### config.mk
export PLATFORM = sky130hd
export DESIGN_NAME = serial_word_rx
export DESIGN_NICKNAME = d
export VERILOG_FILES = /design/src/rtl/swr_pkg.sv /design/src/rtl/swr_sync.sv /design/src/rtl/swr_edge.sv /design/src/rtl/swr_shifter.sv /design/src/rtl/swr_fsm.sv /design/src/rtl/serial_word_rx.sv
export SDC_FILE = /design/constraint.sdc
export NUM_CORES = 1
export LEC_CHECK = 0
export BUFFER_PORTS_ARGS = -buffer_cell sky130_fd_sc_hd__buf_4
export CORE_ASPECT_RATIO = 0.5
export CORE_MARGIN = 5
export CORE_UTILIZATION = 53
export DETAILED_ROUTE_END_ITERATION = 8
export GPL_ROUTABILITY_DRIVEN = 0
export PLACE_DENSITY = 0.74
export REMOVE_ABC_BUFFERS = 1
export SLEW_MARGIN = 20
export SYNTH_ARGS = -nofsm -noshare
export SYNTH_HDL_FRONTEND = slang
export SYNTH_SLANG_ARGS = --single-unit
### constraint.sdc
create_clock -name clk -period 2.95 [get_ports clk]
set_clock_uncertainty 0.2 [all_clocks]
set_input_delay 0.59 -clock clk [delete_from_list [all_inputs] [get_ports clk]]
set_output_delay 0.59 -clock clk [all_outputs]
set_load 0.1 [all_outputs]
### src/rtl/swr_pkg.sv
package swr_pkg;

    // Control and fill bits that trail the address in every word
    localparam int CTRL_W = 2;
    localparam int FILL_W = 1;

    typedef enum logic [1:0] {
        ST_IDLE  = 2'd0,
        ST_SHIFT = 2'd1,
        ST_WRITE = 2'd2,
        ST_BLOCK = 2'd3
    } rx_state_t;

    function automatic int word_width(input int data_w, input int addr_w);
        return data_w + addr_w + CTRL_W + FILL_W;
    endfunction

endpackage

### src/rtl/swr_sync.sv
module swr_sync #(
    parameter int              WIDTH   = 1,
    parameter int              STAGES  = 2,
    parameter logic [WIDTH-1:0] RST_VAL = '0
) (
    input  logic             clk,
    input  logic             rst_n,
    input  logic [WIDTH-1:0] d,
    output logic [WIDTH-1:0] q
);
    localparam int CHAIN_W = STAGES * WIDTH;

    logic [CHAIN_W-1:0] chain_q;

    always_ff @(posedge clk or negedge rst_n) begin
        if (!rst_n) begin
            chain_q <= {STAGES{RST_VAL}};
        end else begin
            chain_q <= {chain_q[CHAIN_W-WIDTH-1:0], d};
        end
    end

    assign q = chain_q[CHAIN_W-1 -: WIDTH];

endmodule

### src/rtl/swr_edge.sv
module swr_edge (
    input  logic clk,
    input  logic rst_n,
    input  logic level,
    output logic rise
);
    logic level_prev;

    always_ff @(posedge clk or negedge rst_n) begin
        if (!rst_n) begin
            level_prev <= 1'b0;
        end else begin
            level_prev <= level;
        end
    end

    assign rise = level & ~level_prev;

endmodule

### src/rtl/swr_shifter.sv
module swr_shifter #(
    parameter int WORD_W = 24
) (
    input  logic              clk,
    input  logic              rst_n,
    input  logic              clear,
    input  logic              shift_en,
    input  logic              bit_in,
    output logic              word_done,
    output logic [WORD_W-2:0] word_q
);
    localparam int CNT_W   = $clog2(WORD_W);
    localparam int PAY_W   = WORD_W - 1;
    localparam logic [CNT_W-1:0] LAST = CNT_W'(WORD_W - 1);

    logic [CNT_W-1:0] cnt_q;
    logic [PAY_W-1:0] shreg_q;

    assign word_done = shift_en && (cnt_q == LAST);

    always_ff @(posedge clk or negedge rst_n) begin
        if (!rst_n) begin
            cnt_q <= '0;
        end else if (clear) begin
            cnt_q <= '0;
        end else if (shift_en) begin
            cnt_q <= word_done ? '0 : cnt_q + 1'b1;
        end
    end

    // The last bit of a word is the fill bit: it is dropped, and the
    // payload already held in shreg_q is moved to the hold register.
    always_ff @(posedge clk or negedge rst_n) begin
        if (!rst_n) begin
            shreg_q <= '0;
            word_q  <= '0;
        end else if (shift_en) begin
            if (word_done) begin
                word_q <= shreg_q;
            end else begin
                shreg_q <= {shreg_q[PAY_W-2:0], bit_in};
            end
        end
    end

endmodule

### src/rtl/swr_fsm.sv
module swr_fsm
    import swr_pkg::*;
(
    input  logic      clk,
    input  logic      rst_n,
    input  logic      csn_s,
    input  logic      seq_reset,
    input  logic      word_done,
    input  logic      c1_in,
    input  logic      c0_in,
    output rx_state_t state_q,
    output logic      wr_en,
    output logic      c1_q,
    output logic      c0_q
);
    rx_state_t state_d;

    always_ff @(posedge clk or negedge rst_n) begin
        if (!rst_n) begin
            state_q <= ST_IDLE;
        end else begin
            state_q <= state_d;
        end
    end

    always_comb begin
        state_d = state_q;
        unique case (state_q)
            ST_IDLE:  if (!csn_s) state_d = ST_SHIFT;
            ST_SHIFT: begin
                if (word_done)  state_d = ST_WRITE;
                else if (csn_s) state_d = ST_IDLE;
            end
            ST_WRITE: state_d = csn_s ? ST_IDLE : ST_SHIFT;
            ST_BLOCK: if (csn_s) state_d = ST_IDLE;
            default:  state_d = ST_IDLE;
        endcase
        if (seq_reset) state_d = ST_BLOCK;
    end

    always_comb begin
        wr_en = (state_q == ST_WRITE);
    end

    always_ff @(posedge clk or negedge rst_n) begin
        if (!rst_n) begin
            c1_q <= 1'b0;
            c0_q <= 1'b0;
        end else if (state_q == ST_WRITE) begin
            c1_q <= c1_in;
            c0_q <= c0_in;
        end
    end

endmodule

### src/rtl/serial_word_rx.sv
module serial_word_rx
    import swr_pkg::*;
#(
    parameter int DATA_W      = 16,
    parameter int ADDR_W      = 5,
    parameter int SYNC_STAGES = 2
) (
    input  logic              clk,
    input  logic              rst_n,
    input  logic              seq_reset,
    input  logic              csn_in,
    input  logic              sclk_in,
    input  logic              sdi_in,
    input  logic              imm_pin,
    input  logic              eclk_sel_pin,
    output logic              wr_en,
    output logic [ADDR_W-1:0] wr_addr,
    output logic [DATA_W-1:0] wr_data,
    output logic              frame_active,
    output logic              mode_immediate,
    output logic              mode_ext_clk
);
    localparam int WORD_W = word_width(DATA_W, ADDR_W);
    localparam int PAY_W  = WORD_W - FILL_W;
    localparam int NSYNC  = 5;

    logic [NSYNC-1:0] raw_in, sync_out;
    logic csn_s, sclk_s, sdi_s, imm_s, ecs_s;
    logic sclk_rise, shift_en, clear, word_done;
    logic [PAY_W-1:0] word_q;
    rx_state_t state_q;
    logic c1_q, c0_q;

    assign raw_in = {eclk_sel_pin, imm_pin, sdi_in, sclk_in, csn_in};

    swr_sync #(
        .WIDTH  (NSYNC),
        .STAGES (SYNC_STAGES),
        .RST_VAL(5'b00001)
    ) u_sync (
        .clk  (clk),
        .rst_n(rst_n),
        .d    (raw_in),
        .q    (sync_out)
    );

    assign {ecs_s, imm_s, sdi_s, sclk_s, csn_s} = sync_out;

    swr_edge u_edge (
        .clk  (clk),
        .rst_n(rst_n),
        .level(sclk_s),
        .rise (sclk_rise)
    );

    assign shift_en = sclk_rise && !csn_s && !seq_reset && (state_q != ST_BLOCK);
    assign clear    = csn_s || seq_reset || (state_q == ST_BLOCK);

    swr_shifter #(
        .WORD_W(WORD_W)
    ) u_shifter (
        .clk      (clk),
        .rst_n    (rst_n),
        .clear    (clear),
        .shift_en (shift_en),
        .bit_in   (sdi_s),
        .word_done(word_done),
        .word_q   (word_q)
    );

    swr_fsm u_fsm (
        .clk      (clk),
        .rst_n    (rst_n),
        .csn_s    (csn_s),
        .seq_reset(seq_reset),
        .word_done(word_done),
        .c1_in    (word_q[1]),
        .c0_in    (word_q[0]),
        .state_q  (state_q),
        .wr_en    (wr_en),
        .c1_q     (c1_q),
        .c0_q     (c0_q)
    );

    assign wr_data        = word_q[PAY_W-1 -: DATA_W];
    assign wr_addr        = word_q[CTRL_W +: ADDR_W];
    assign frame_active   = ~csn_s;
    assign mode_immediate = c1_q | imm_s;
    assign mode_ext_clk   = c0_q | ecs_s;

endmodule

# After elaboration in Yosys (flattened, before gate mapping)
# Cells that the tools add are included.
# word_totals
ff_bits	66
in_bits	8
output_inout_bits	25
word_cells	42
# classes
n_addsub	1
eq_ne	6
mux	9
n_bitwise	6
n_reduce_logical	12
# ops
operator	count
$mux 5	3
$mux 2	4
$pmux 2 s4	1
$add 5x1->5 const B	1
$eq 5x5->1 const B	1
$eq 2x2->1 const B	2
$logic_and 1x1->1	4
$reduce_and 2->1	2
$ne 3x3->1 const B	1
$not 1->1	3
$eq 2x1->1 const B	1
$logic_not 1->1	2
$logic_not 2->1	1
$logic_or 1x1->1	2
$ne 2x2->1 const B	1
$or 1x1->1	2
$reduce_bool 2->1	1
$and 1x1->1	1
$mux 1	1

# Longest topological paths before layout
# Gate-level depths: netlist of run 1.
# depth
depth_word	9
ltp_mapped	5

# Hierarchy
# A second synthesis of run 1 with hierarchy kept.
# hier_totals
cells_unflattened	156
hier_area_um2	2509.9
# modules_own_cells
mod	instances	cells_each	area_per_inst_um2
swr_shifter	1	119	1964.4
swr_sync	1	15	290.3
swr_fsm	1	14	183.9
swr_edge	1	2	38.8
serial_word_rx	1	6	32.5

# Least setup slack after synthesis of run 1
# No wires, ideal clock.
# synth_path
path_kind	register -> output
start	register u_fsm.state_q[0]
end	output port wr_en
arrival_ns	1.824
required_time_ns	2.160
setup_slack_ns	0.336
stages_incl_launch_ff	2
n_path_buf	0
path_cell_list	dfrtp_1 -> nor2b_1
# synth_between
elab_chain_cells	1
# synth_rtl
element	line_no	rtl
start, declared	swr_fsm.sv:11	output rx_state_t state_q,
start signal, assigned	swr_fsm.sv:22	state_q <= state_d;
$eq 2x2->1	swr_fsm.sv:42	wr_en = (state_q == ST_WRITE);
end, declared	serial_word_rx.sv:16	output logic wr_en,
# No other way between the ends.

# Worst setup path in the final report of run 1
# layout_path
start	register u_shifter.cnt_q[0]
end	register u_shifter.word_q[20]
# layout_between
elab_chain_cells	3
# layout_rtl
element	line_no	rtl
start, declared	swr_shifter.sv:16	logic [CNT_W-1:0] cnt_q;
start signal, assigned	swr_shifter.sv:27	cnt_q <= word_done ? '0 : cnt_q + 1'b1;
$eq 5x5->1	swr_shifter.sv:19	assign word_done = shift_en && (cnt_q == LAST);
$logic_and 1x1->1	swr_shifter.sv:19	
$reduce_and 2->1 (no line)	--	
end signal, assigned	swr_shifter.sv:39	word_q <= shreg_q;
end, declared	swr_shifter.sv:10	output logic [WORD_W-2:0] word_q
# No other way between the ends.
# A chain may end at the register's enable or synchronous reset.

==> metrics, run 1 <==
Worst Tran Pin Value 786.7 ps; Post-synth EDFFs 0; DRC 0; Remaining Overflow, GRT 0; All-Layer GR Usage 0.1470; initial antenna violation count 0; R2R Path Start u_shifter.cnt_q[0]$_DFFE_PN0P_; nature of the critical path startpoint flip-flop; post-DR vias/cell 5.181; Die Ht 58.53 um; Top Ports 33; clock power share 0.460; pwr dens 630.0 nW/um^2; RR Endpoint u_shifter.word_q[20]$_DFFE_PN0P_; width of the die 107.1 um; CTS Hold Bufs 0; critical path endpoint category flip-flop; # rows 17; crit path DAT 2170 ps; Post-CTS Setup Bufs 0; clock buffer count from CTS 9; fin nets 201; n_diodes 0; max incr delay on CP 380 ps; Pleak 1.554 nW; WL final 3899 um; combinational fraction of design power 0.042; clk buf depth 2; Post-CTS Resized 0; commonest non-fill, non-tap cell in the layout dfrtp_1; power share of the sequential group 0.498; fillcell total 322; FFs w/ async S/R, synth 1.000; Port Buf Inserts 32; share of cells above drive strength 1 0.5127; DR pass1 iterations 4; placed cell area 2765 um^2; P&R area growth vs syn 20.30%; Period minus WS final 2150 ps; # setup viols final 0; Critical path buffers and inverters 1; Detailed Place HPWL 2425 um; Slowest-stage cell, CP dfrtp_1; crit path kind reg -> reg; largest net degree at the start of global routing 67; commonest non-fill, non-tap cells in the layout dfrtp_1 (64), mux2_2 (43), buf_4 (33), clkbuf_8 (12), mux2_1 (5); critical-path cell list ha_1 -> nand4b_2 -> nor3_4 -> buf_4 -> mux2_2; sw frac 0.2073; Syn. warnings 0; period utilization 0.7288; full die area 6265 um^2; post-layout util 0.6723; maximum VDD drop 0.3441 mV; global-route wire length before repair 6996 um; vias in the first global route 1470; Min-Delay Path Class in -> async; H-Tree Depth 3; worst skew pair latency 340 ps; MaxCap Viol Count 0; outcome finished clean; cell area after synthesis 2496 um^2; setup_tns 0 ps; finished layout cell area 3003 um^2; post-synthesis sequential area ratio 0.6627; Synth Area per Inst 16.31 um^2; Psw 0.3923 mW; CTS tree done; cell-internal power 1.500 mW; Gate Count Post-Synth 153; WP data required 2970 ps; R2R Setup Slk 800 ps; Worst slew margin 0.4755; fin. max-slew vios 0; final hold vios 0; Register Area 1654 um^2; Clock Tree Root clkbuf_8; FMAX 465.1 MHz; RSZ-0062 raised after global routing no; Tot Pwr 1.892 mW; critical path launch point u_shifter.cnt_q[0]$_DFFE_PN0P_; worst hold slack 134.6 ps; DRC violation total after the first TritonRoute iteration 36; CORE AREA 4467 um^2; Initial Util 0.5588; flop and latch count out of synthesis 66; Clock Pin Slew Worst Setup and Hold Paths 60 ps; Max FO, Critical Path 23; area of the multi-input gates 784.5 um^2; critical path's top delay family simple AND/OR/NAND/NOR gates; detailed-route via count 1316; Register-to-Register Path Depth 5; ys flop type dfrtp_1; Yosys cell types 27; Post-DRT Antenna Nets 0; WL/cell 15.35 um; clock sink count 66
## power by group through the flow
stage	combinational (mW)	sequential (mW)	clock [mW]
floorplan	0.0487	0.955	0
global placement	0.0794	0.958	0
detailed placement	0.0813	0.960	0
CTS	0.0812	0.943	0.889
global route	0.0878	0.945	0.927
finish	0.0791	0.943	0.870
## cells in the mapped netlist (2+ instances only)
master / count / area [um^2]
dfstp_2: 2 / 52.55
mux2_1: 5 / 56.30
nand3b_1: 2 / 15.01
buf_6: 4 / 45.04
nor2b_1: 2 / 12.51
nand2_1: 4 / 15.01
a21oi_1: 4 / 20.02
dfrtp_1: 64 / 1602
mux2_2: 43 / 484.2
or2_2: 2 / 12.51
inv_1: 2 / 7.510
o21bai_1: 2 / 15.01
or4_1: 2 / 15.01
o21ai_0: 2 / 10.01
## worst max path at each step
stage	depth (start not counted)	slack, ps	endpoint
4_1_cts	2	770	wr_en
2_1_floorplan	1	340	wr_en
3_5_place_dp	5	690	u_shifter.word_q[7]$_DFFE_PN0P_
6_report	5	800	u_shifter.word_q[20]$_DFFE_PN0P_
3_3_place_gp	5	730	u_shifter.word_q[15]$_DFFE_PN0P_
5_1_grt	5	700	u_shifter.word_q[20]$_DFFE_PN0P_
## routing by layer
layer  GRT usage  share of wire  up-vias
met5           0              0        -
met4     0.06557          0.014        0
met3     0.06243          0.046        8
met2      0.2409           0.50       24
met1      0.1719           0.43      667
li1            -              -      617
## cells by family (layout without fill, tap and decap cells)
| kind of cell | Yosys count | after routing | synth area share |
|---|---|---|---|
| muxes | 48 | 48 | 0.2165 |
| DFF | 66 | 66 | 0.6627 |
| and+or+nand+nor | 20 | 20 | 0.06065 |
| adders and majority gates | 1 | 1 | 0.005012 |
| xor gates and xnor gates | 1 | 1 | 0.003509 |
| buffers and inverters | 7 | 51 | 0.02306 |
| AOI/OAI and AO/OA | 10 | 10 | 0.02857 |
## layout make-up
type                       count  area share
inverter                       2    0.002500
multi-input combinational     80      0.2612
clock buffer                  12     0.05500
timing repair buffer          33     0.08250
clock inverter                 4     0.02417
tap                           57     0.02375
sequential                    66      0.5508
## metrics by stage
stage / setup slack (ps) / std cells
after CTS: 773.6 / 254
after detailed placement: 686.7 / 238
after global routing: 703.4 / 254
final: 800.1 / 254
after floorplan: 335.6 / 148
after global placement: 727.1 / 238
## flip-flops by register name (all words and copies together), names as in the netlist
signal,count
u_sync.chain_q,10
u_edge.level_prev,1
u_shifter.cnt_q,5
u_fsm.state_q,2
u_fsm.c0_q,1
u_shifter.word_q,23
u_shifter.shreg_q,23
u_fsm.c1_q,1
Power figures use the tool's default switching activity.
==> run 2, diff against run 1 <==
ABC_AREA = 1   (was not set)
CORE_UTILIZATION = 51   (was 53)
clock period = 1.8 ns   (was 2.95 ns; I/O delays follow)
==> run 2 against run 1 <==
Effect of this change: first-iteration DRC count rose to 3.0 times the previous value; final cell count grew 46%; synthesized cell count up 60%; area after synthesis is 8.2% higher; cell area increased by 11%; flip-flop and latch count is the same; largest cell class unchanged; setup slack lost 740 ps; hold slack lost 74 ps; sequential power up 62%; die area is 11% higher.
==> metrics, run 2 <==
Detailed Place HPWL 3202 um; Register-to-Register Path Depth 7; Period minus WS final 1740 ps; ys flop type dfrtp_1; maximum VDD drop 0.4078 mV; Die Ht 61.45 um; Worst slew margin 0.7785; Place WS 110.1 ps; DRC 0; Yosys cell types 19; synth top area cells dfrtp_1 (59%), o21ai_2 (14%), nand2_1 (8.9%), inv_1 (4.3%), buf_6 (2.9%); final worst setup slack 60.08 ps; Clock Tree Root clkbuf_8; RR Endpoint u_shifter.word_q[16]$_DFFE_PN0P_; placed cell area 3013 um^2; FMAX 574.7 MHz; WP depth 2; Gate Count Post-Synth 245; critical path's top delay family flip-flops; post-DR vias/cell 4.803; # rows 18; H-Tree Depth 3; commonest non-fill, non-tap cell in the layout dfrtp_1; R2R Path Start u_shifter.cnt_q[1]$_DFFE_PN0P_; Synth top area share 0.5931; finished layout cell area 3329 um^2; post-synthesis sequential area ratio 0.6126; Worst Tran Pin Value 332.2 ps; full die area 6938 um^2; n_diodes 0; uppermost layer routed met4; FFs w/ async S/R, synth 1.000; flop and latch count out of synthesis 66; largest registers u_shifter.shreg_q (23), u_shifter.word_q (23), u_sync.chain_q (10); crit path to mode_ext_clk; crit path kind reg -> out; DRC violation total after the first TritonRoute iteration 107; RSZ-0062 raised after global routing no; Post-synth EDFFs 0; clk buf depth 2; Critical path buffers and inverters 1; WL/cell 12.26 um; post-layout util 0.6629; Pleak 1.587 nW; leading area contributor after synthesis dfrtp_1; share of cells above drive strength 1 0.3754; clock buffer count from CTS 9; largest net degree at the start of global routing 43; WL final 4550 um; WP data required 1240 ps; Metal-1 WL 1967 um; critical-path cell list or2_2 -> buf_6; Post-DRT Antenna Nets 0; nature of the critical path startpoint flip-flop; period utilization 0.9666; # setup viols final 0; CORE AREA 5022 um^2; Initial Util 0.5376; Top Ports 33; Min-Delay Path Class in -> reg; worst skew pair latency 330 ps; critical path launch point u_fsm.c0_q$_DFFE_PN0N_; setup_tns 0 ps; met3 WL 206 um; fin. max-slew vios 0; Slowest-stage cell, CP dfrtp_1; Syn. warnings 0; final hold vios 0; clock sink count 66; Port Buf Inserts 32; Clock Pin Slew Worst Setup and Hold Paths 70 ps; Remaining Overflow, GRT 0; width of the die 112.9 um; MaxCap Viol Count 0; All-Layer GR Usage 0.1535; cell area after synthesis 2700 um^2; Max FO, Critical Path 2; commonest non-fill, non-tap cells in the layout dfrtp_1 (64), nand2_1 (63), o21ai_2 (42), buf_4 (35), inv_1 (30); R2R Setup Slk 130 ps; max incr delay on CP 380 ps; initial antenna violation count 0; crit path DAT 1180 ps; P&R area growth vs syn 23.31%; CTS tree done; synth cell count leaders dfrtp_1 (64), nand2_1 (64), o21ai_2 (42); critical path endpoint category output port; DR pass1 iterations 6; pwr dens 885.2 nW/um^2; detailed-route via count 1782; vias in the first global route 1857; fin nets 305; outcome finished clean; Synth Area per Inst 11.02 um^2; global-route wire length before repair 8280 um; metal2 WL 2337 um
-- run 2: repair_timing --
item                                    CTS  global route
endpoints found under the hold margin    29             0
endpoints found under the setup margin    1            26
setup buffers                             0             3
hold buffers                              6             0
resized for setup                         4             5
-- run 2: area by class of cell --
cell class	instances	area (um^2)
clock buffer	10	137.6
clock inverter	6	66.31
fill	380	1693
inverter	32	120.1
multi-input combinational	139	835.8
sequential	66	1654
tap	70	87.58
timing repair buffer	48	427.9
-- run 2: power breakdown --
| part | internal (mW) | total, mW | leakage [nW] | switching [mW] |
|---|---|---|---|---|
| combinational | 0.0614 | 0.185 | 0.607 | 0.124 |
| sequential | 1.52 | 1.53 | 0.885 | 0.0174 |
| clock | 0.676 | 1.23 | 0.0945 | 0.551 |
| total | 2.25 | 2.95 | 1.59 | 0.693 |
-- run 2: per-stage QoR --
step,hold slack [ps],power (mW),std cells
final,60.25,2.947,371
after global routing,62.21,3.085,371
after CTS,47.09,2.977,368
after detailed placement,86.90,1.730,346
after global placement,79.70,1.722,346
after floorplan,-135.6,1.654,237
-- run 2: cells by family (layout without fill, tap and decap cells) --
family,count (synthesis),count (layout),share of synthesized area
flip-flops,66,66,0.6126
adder cells (fa/ha/maj),1,1,0.004633
AO/OA/AOI/OAI,50,50,0.1511
buffers and inverters,40,96,0.07878
AND/OR/NAND/NOR,88,88,0.1529
-- run 2: layer usage --
| layer | track usage | vias to the layer above |
|---|---|---|
| met5 | 0 | - |
| met4 | 0.05822 | 0 |
| met3 | 0.05790 | 4 |
| met2 | 0.2702 | 37 |
| met1 | 0.1770 | 858 |
| li1 | - | 883 |
-- run 2: worst min-delay path by stage --
stage / startpoint / to / slack, ps / depth (start not counted)
final: seq_reset / u_fsm.state_q[0]$_DFFE_PN0P_ / 60 / 3
after global routing: seq_reset / u_fsm.state_q[0]$_DFFE_PN0P_ / 60 / 3
after CTS: seq_reset / u_fsm.state_q[0]$_DFFE_PN0P_ / 50 / 3
after detailed placement: rst_n / u_shifter.word_q[11]$_DFFE_PN0P_ / 90 / 1
after global placement: rst_n / u_shifter.word_q[11]$_DFFE_PN0P_ / 80 / 1
after floorplan: rst_n / u_edge.level_prev$_DFF_PN0_ / -140 / 0
-- run 2: worst register-to-register path: stages, from the launching register on --
cell and delay, ps:
dfrtp_1 390, ha_1 210, nand3_1 150, nor2_4 160
nand2_4 60, buf_4 220, nand2_1 110, o21ai_2 50
==> run 3, diff against run 2 <==
ABC_AREA = not set   (was 1)
CORE_UTILIZATION = 50   (was 51)
PLACE_DENSITY = 0.73   (was 0.74)
==> run 3 against run 2 <==
Effect of this change: highest routed layer unchanged; cell area is 6.3% higher; routed wire length increased by 7.4%; hold slack lost 4.1 ps; non-clock buffer count up 17; the flow now finishes with violations (setup timing); global-route usage is 0.88 points higher; critical path depth rose by 3.
==> metrics, run 3 (same netlist as run 1, synthesis figures left out) <==
# setup viols final 47; FMAX 523.8 MHz; Die Ht 59.96 um; Pleak 1.793 nW; final hold vios 0; global-route wire length before repair 7914 um; fin nets 233; commonest non-fill, non-tap cell in the layout dfrtp_1; Worst Tran Pin Value 448.4 ps; crit path DAT 1920 ps; Port Buf Inserts 32; period utilization 1.061; Clock Tree Root clkbuf_8; final worst setup slack -109.1 ps; Worst slew margin 0.7011; clk buf depth 2; DRC violation total after the first TritonRoute iteration 72; pwr dens 892.9 nW/um^2; GR met3 Demand/Resource 0.04962; nature of the critical path startpoint flip-flop; Place WS -108.0 ps; P&R area growth vs syn 41.80%; Period minus WS final 1909 ps; Top Ports 33; WL/cell 16.34 um; global-route met2 utilization 0.2741; critical-path cell list a211o_4 -> buf_4 -> nand3b_4 -> clkbuf_16 -> mux2_2; full die area 6591 um^2; CORE AREA 4887 um^2; vias in the first global route 1586; fin. max-slew vios 0; setup_tns -3593 ps; busiest metal layer after global routing met2; Max FO, Critical Path 6; Initial Util 0.5108; WP data required 1810 ps; worst hold slack 56.12 ps; RSZ-0062 raised after global routing yes; commonest non-fill, non-tap cells in the layout dfrtp_1 (64), buf_4 (47), mux2_4 (24), mux2_2 (24), clkbuf_8 (12); crit path kind reg -> reg; clock sink count 66; clock buffer count from CTS 9; post-DR vias/cell 4.980; failing checks setup timing; largest net degree at the start of global routing 34; All-Layer GR Usage 0.1623; H-Tree Depth 3; DR pass1 iterations 4; GR Util met1 0.2001; initial antenna violation count 0; MaxCap Viol Count 0; share of cells above drive strength 1 0.5895; Slowest-stage cell, CP dfrtp_1; critical path endpoint category flip-flop; CTS tree done; finished layout cell area 3540 um^2; DRC 0; Remaining Overflow, GRT 0; Min-Delay Path Class in -> reg; width of the die 109.9 um; critical path's top delay family flip-flops; maximum VDD drop 0.5840 mV; largest registers u_shifter.shreg_q (23), u_shifter.word_q (23), u_sync.chain_q (10); worst skew pair latency 330 ps; Post-DRT Antenna Nets 0; placed cell area 2929 um^2; n_diodes 0; detailed-route via count 1489; Critical path buffers and inverters 2; outcome finished, violations left; Clock Pin Slew Worst Setup and Hold Paths 70 ps; # rows 18; WL final 4887 um; max incr delay on CP 400 ps; Tot Pwr 3.161 mW; Detailed Place HPWL 2698 um
## run 3: changes by cell type in the layout (fill, tap and decap cells not counted), sizes merged, moves of 3 or more
cell    change
clkbuf      +4
nand3      -10
nor2        -5
nand2      -63
mux2       +48
a21oi       +4
nand3b      +3
inv        -29
o21ai      -48
buf        +15
## run 3: cell type report
cell class / count / area [um^2]
sequential: 66 / 1654
fill: 308 / 1348
multi-input combinational: 80 / 904.6
timing repair buffer: 65 / 648.1
clock buffer: 12 / 165.2
tap: 70 / 87.58
clock inverter: 4 / 72.57
inverter: 2 / 7.507
## run 3: stage by stage
stage,util,std cells
5_1_grt,0.7243,299
4_1_cts,0.6928,293
3_5_place_dp,0.5993,264
2_1_floorplan,-,148
3_3_place_gp,0.5993,264
6_report,0.7243,299
## run 3: power by group
group	internal, mW	total, mW	switching [mW]
logic	0.0840	0.184	0.0996
clock network	0.891	1.43	0.540
registers	1.52	1.55	0.0245
## run 3: worst paths after layout
path / from / end / slack [ps] / cells past startpoint
worst max-delay path: u_fsm.state_q[0]$_DFFE_PN0P_ / u_shifter.shreg_q[21]$_DFFE_PN0P_ / -110 / 5
worst min-delay path: seq_reset / u_fsm.state_q[1]$_DFFE_PN0P_ / 60 / 2
worst max register to register: u_fsm.state_q[0]$_DFFE_PN0P_ / u_shifter.shreg_q[21]$_DFFE_PN0P_ / -110 / 5
worst min register to register: u_sync.chain_q[3]$_DFF_PN0_ / u_sync.chain_q[8]$_DFF_PN0_ / 150 / 0
max in group asynchronous: rst_n / u_shifter.shreg_q[9]$_DFFE_PN0P_ / 530 / 3
min in group asynchronous: rst_n / u_shifter.word_q[14]$_DFFE_PN0P_ / 310 / 2
## run 3: per-layer routing
metal,part of all wire,up-vias
met5,0,-
met4,0.023,0
met3,0.042,10
met2,0.48,36
met1,0.45,756
li1,-,687
## run 3: worst reg2reg max path: stages, from the launching register on
cell and delay (ps):
dfrtp_1 400, a211o_4 360, buf_4 150, nand3b_4 210, clkbuf_16 200, mux2_2 270
## run 3: repair_timing
| item | 4_1_cts | 5_1_grt |
|---|---|---|
| gates resized for setup | 17 | 25 |
| cloned | 2 | 2 |
| endpoints found under the hold margin | 35 | 0 |
| pin swaps | 2 | 5 |
| endpoints found under the setup margin | 26 | 50 |
| setup buffers | 5 | 5 |
| hold buffers | 6 | 0 |
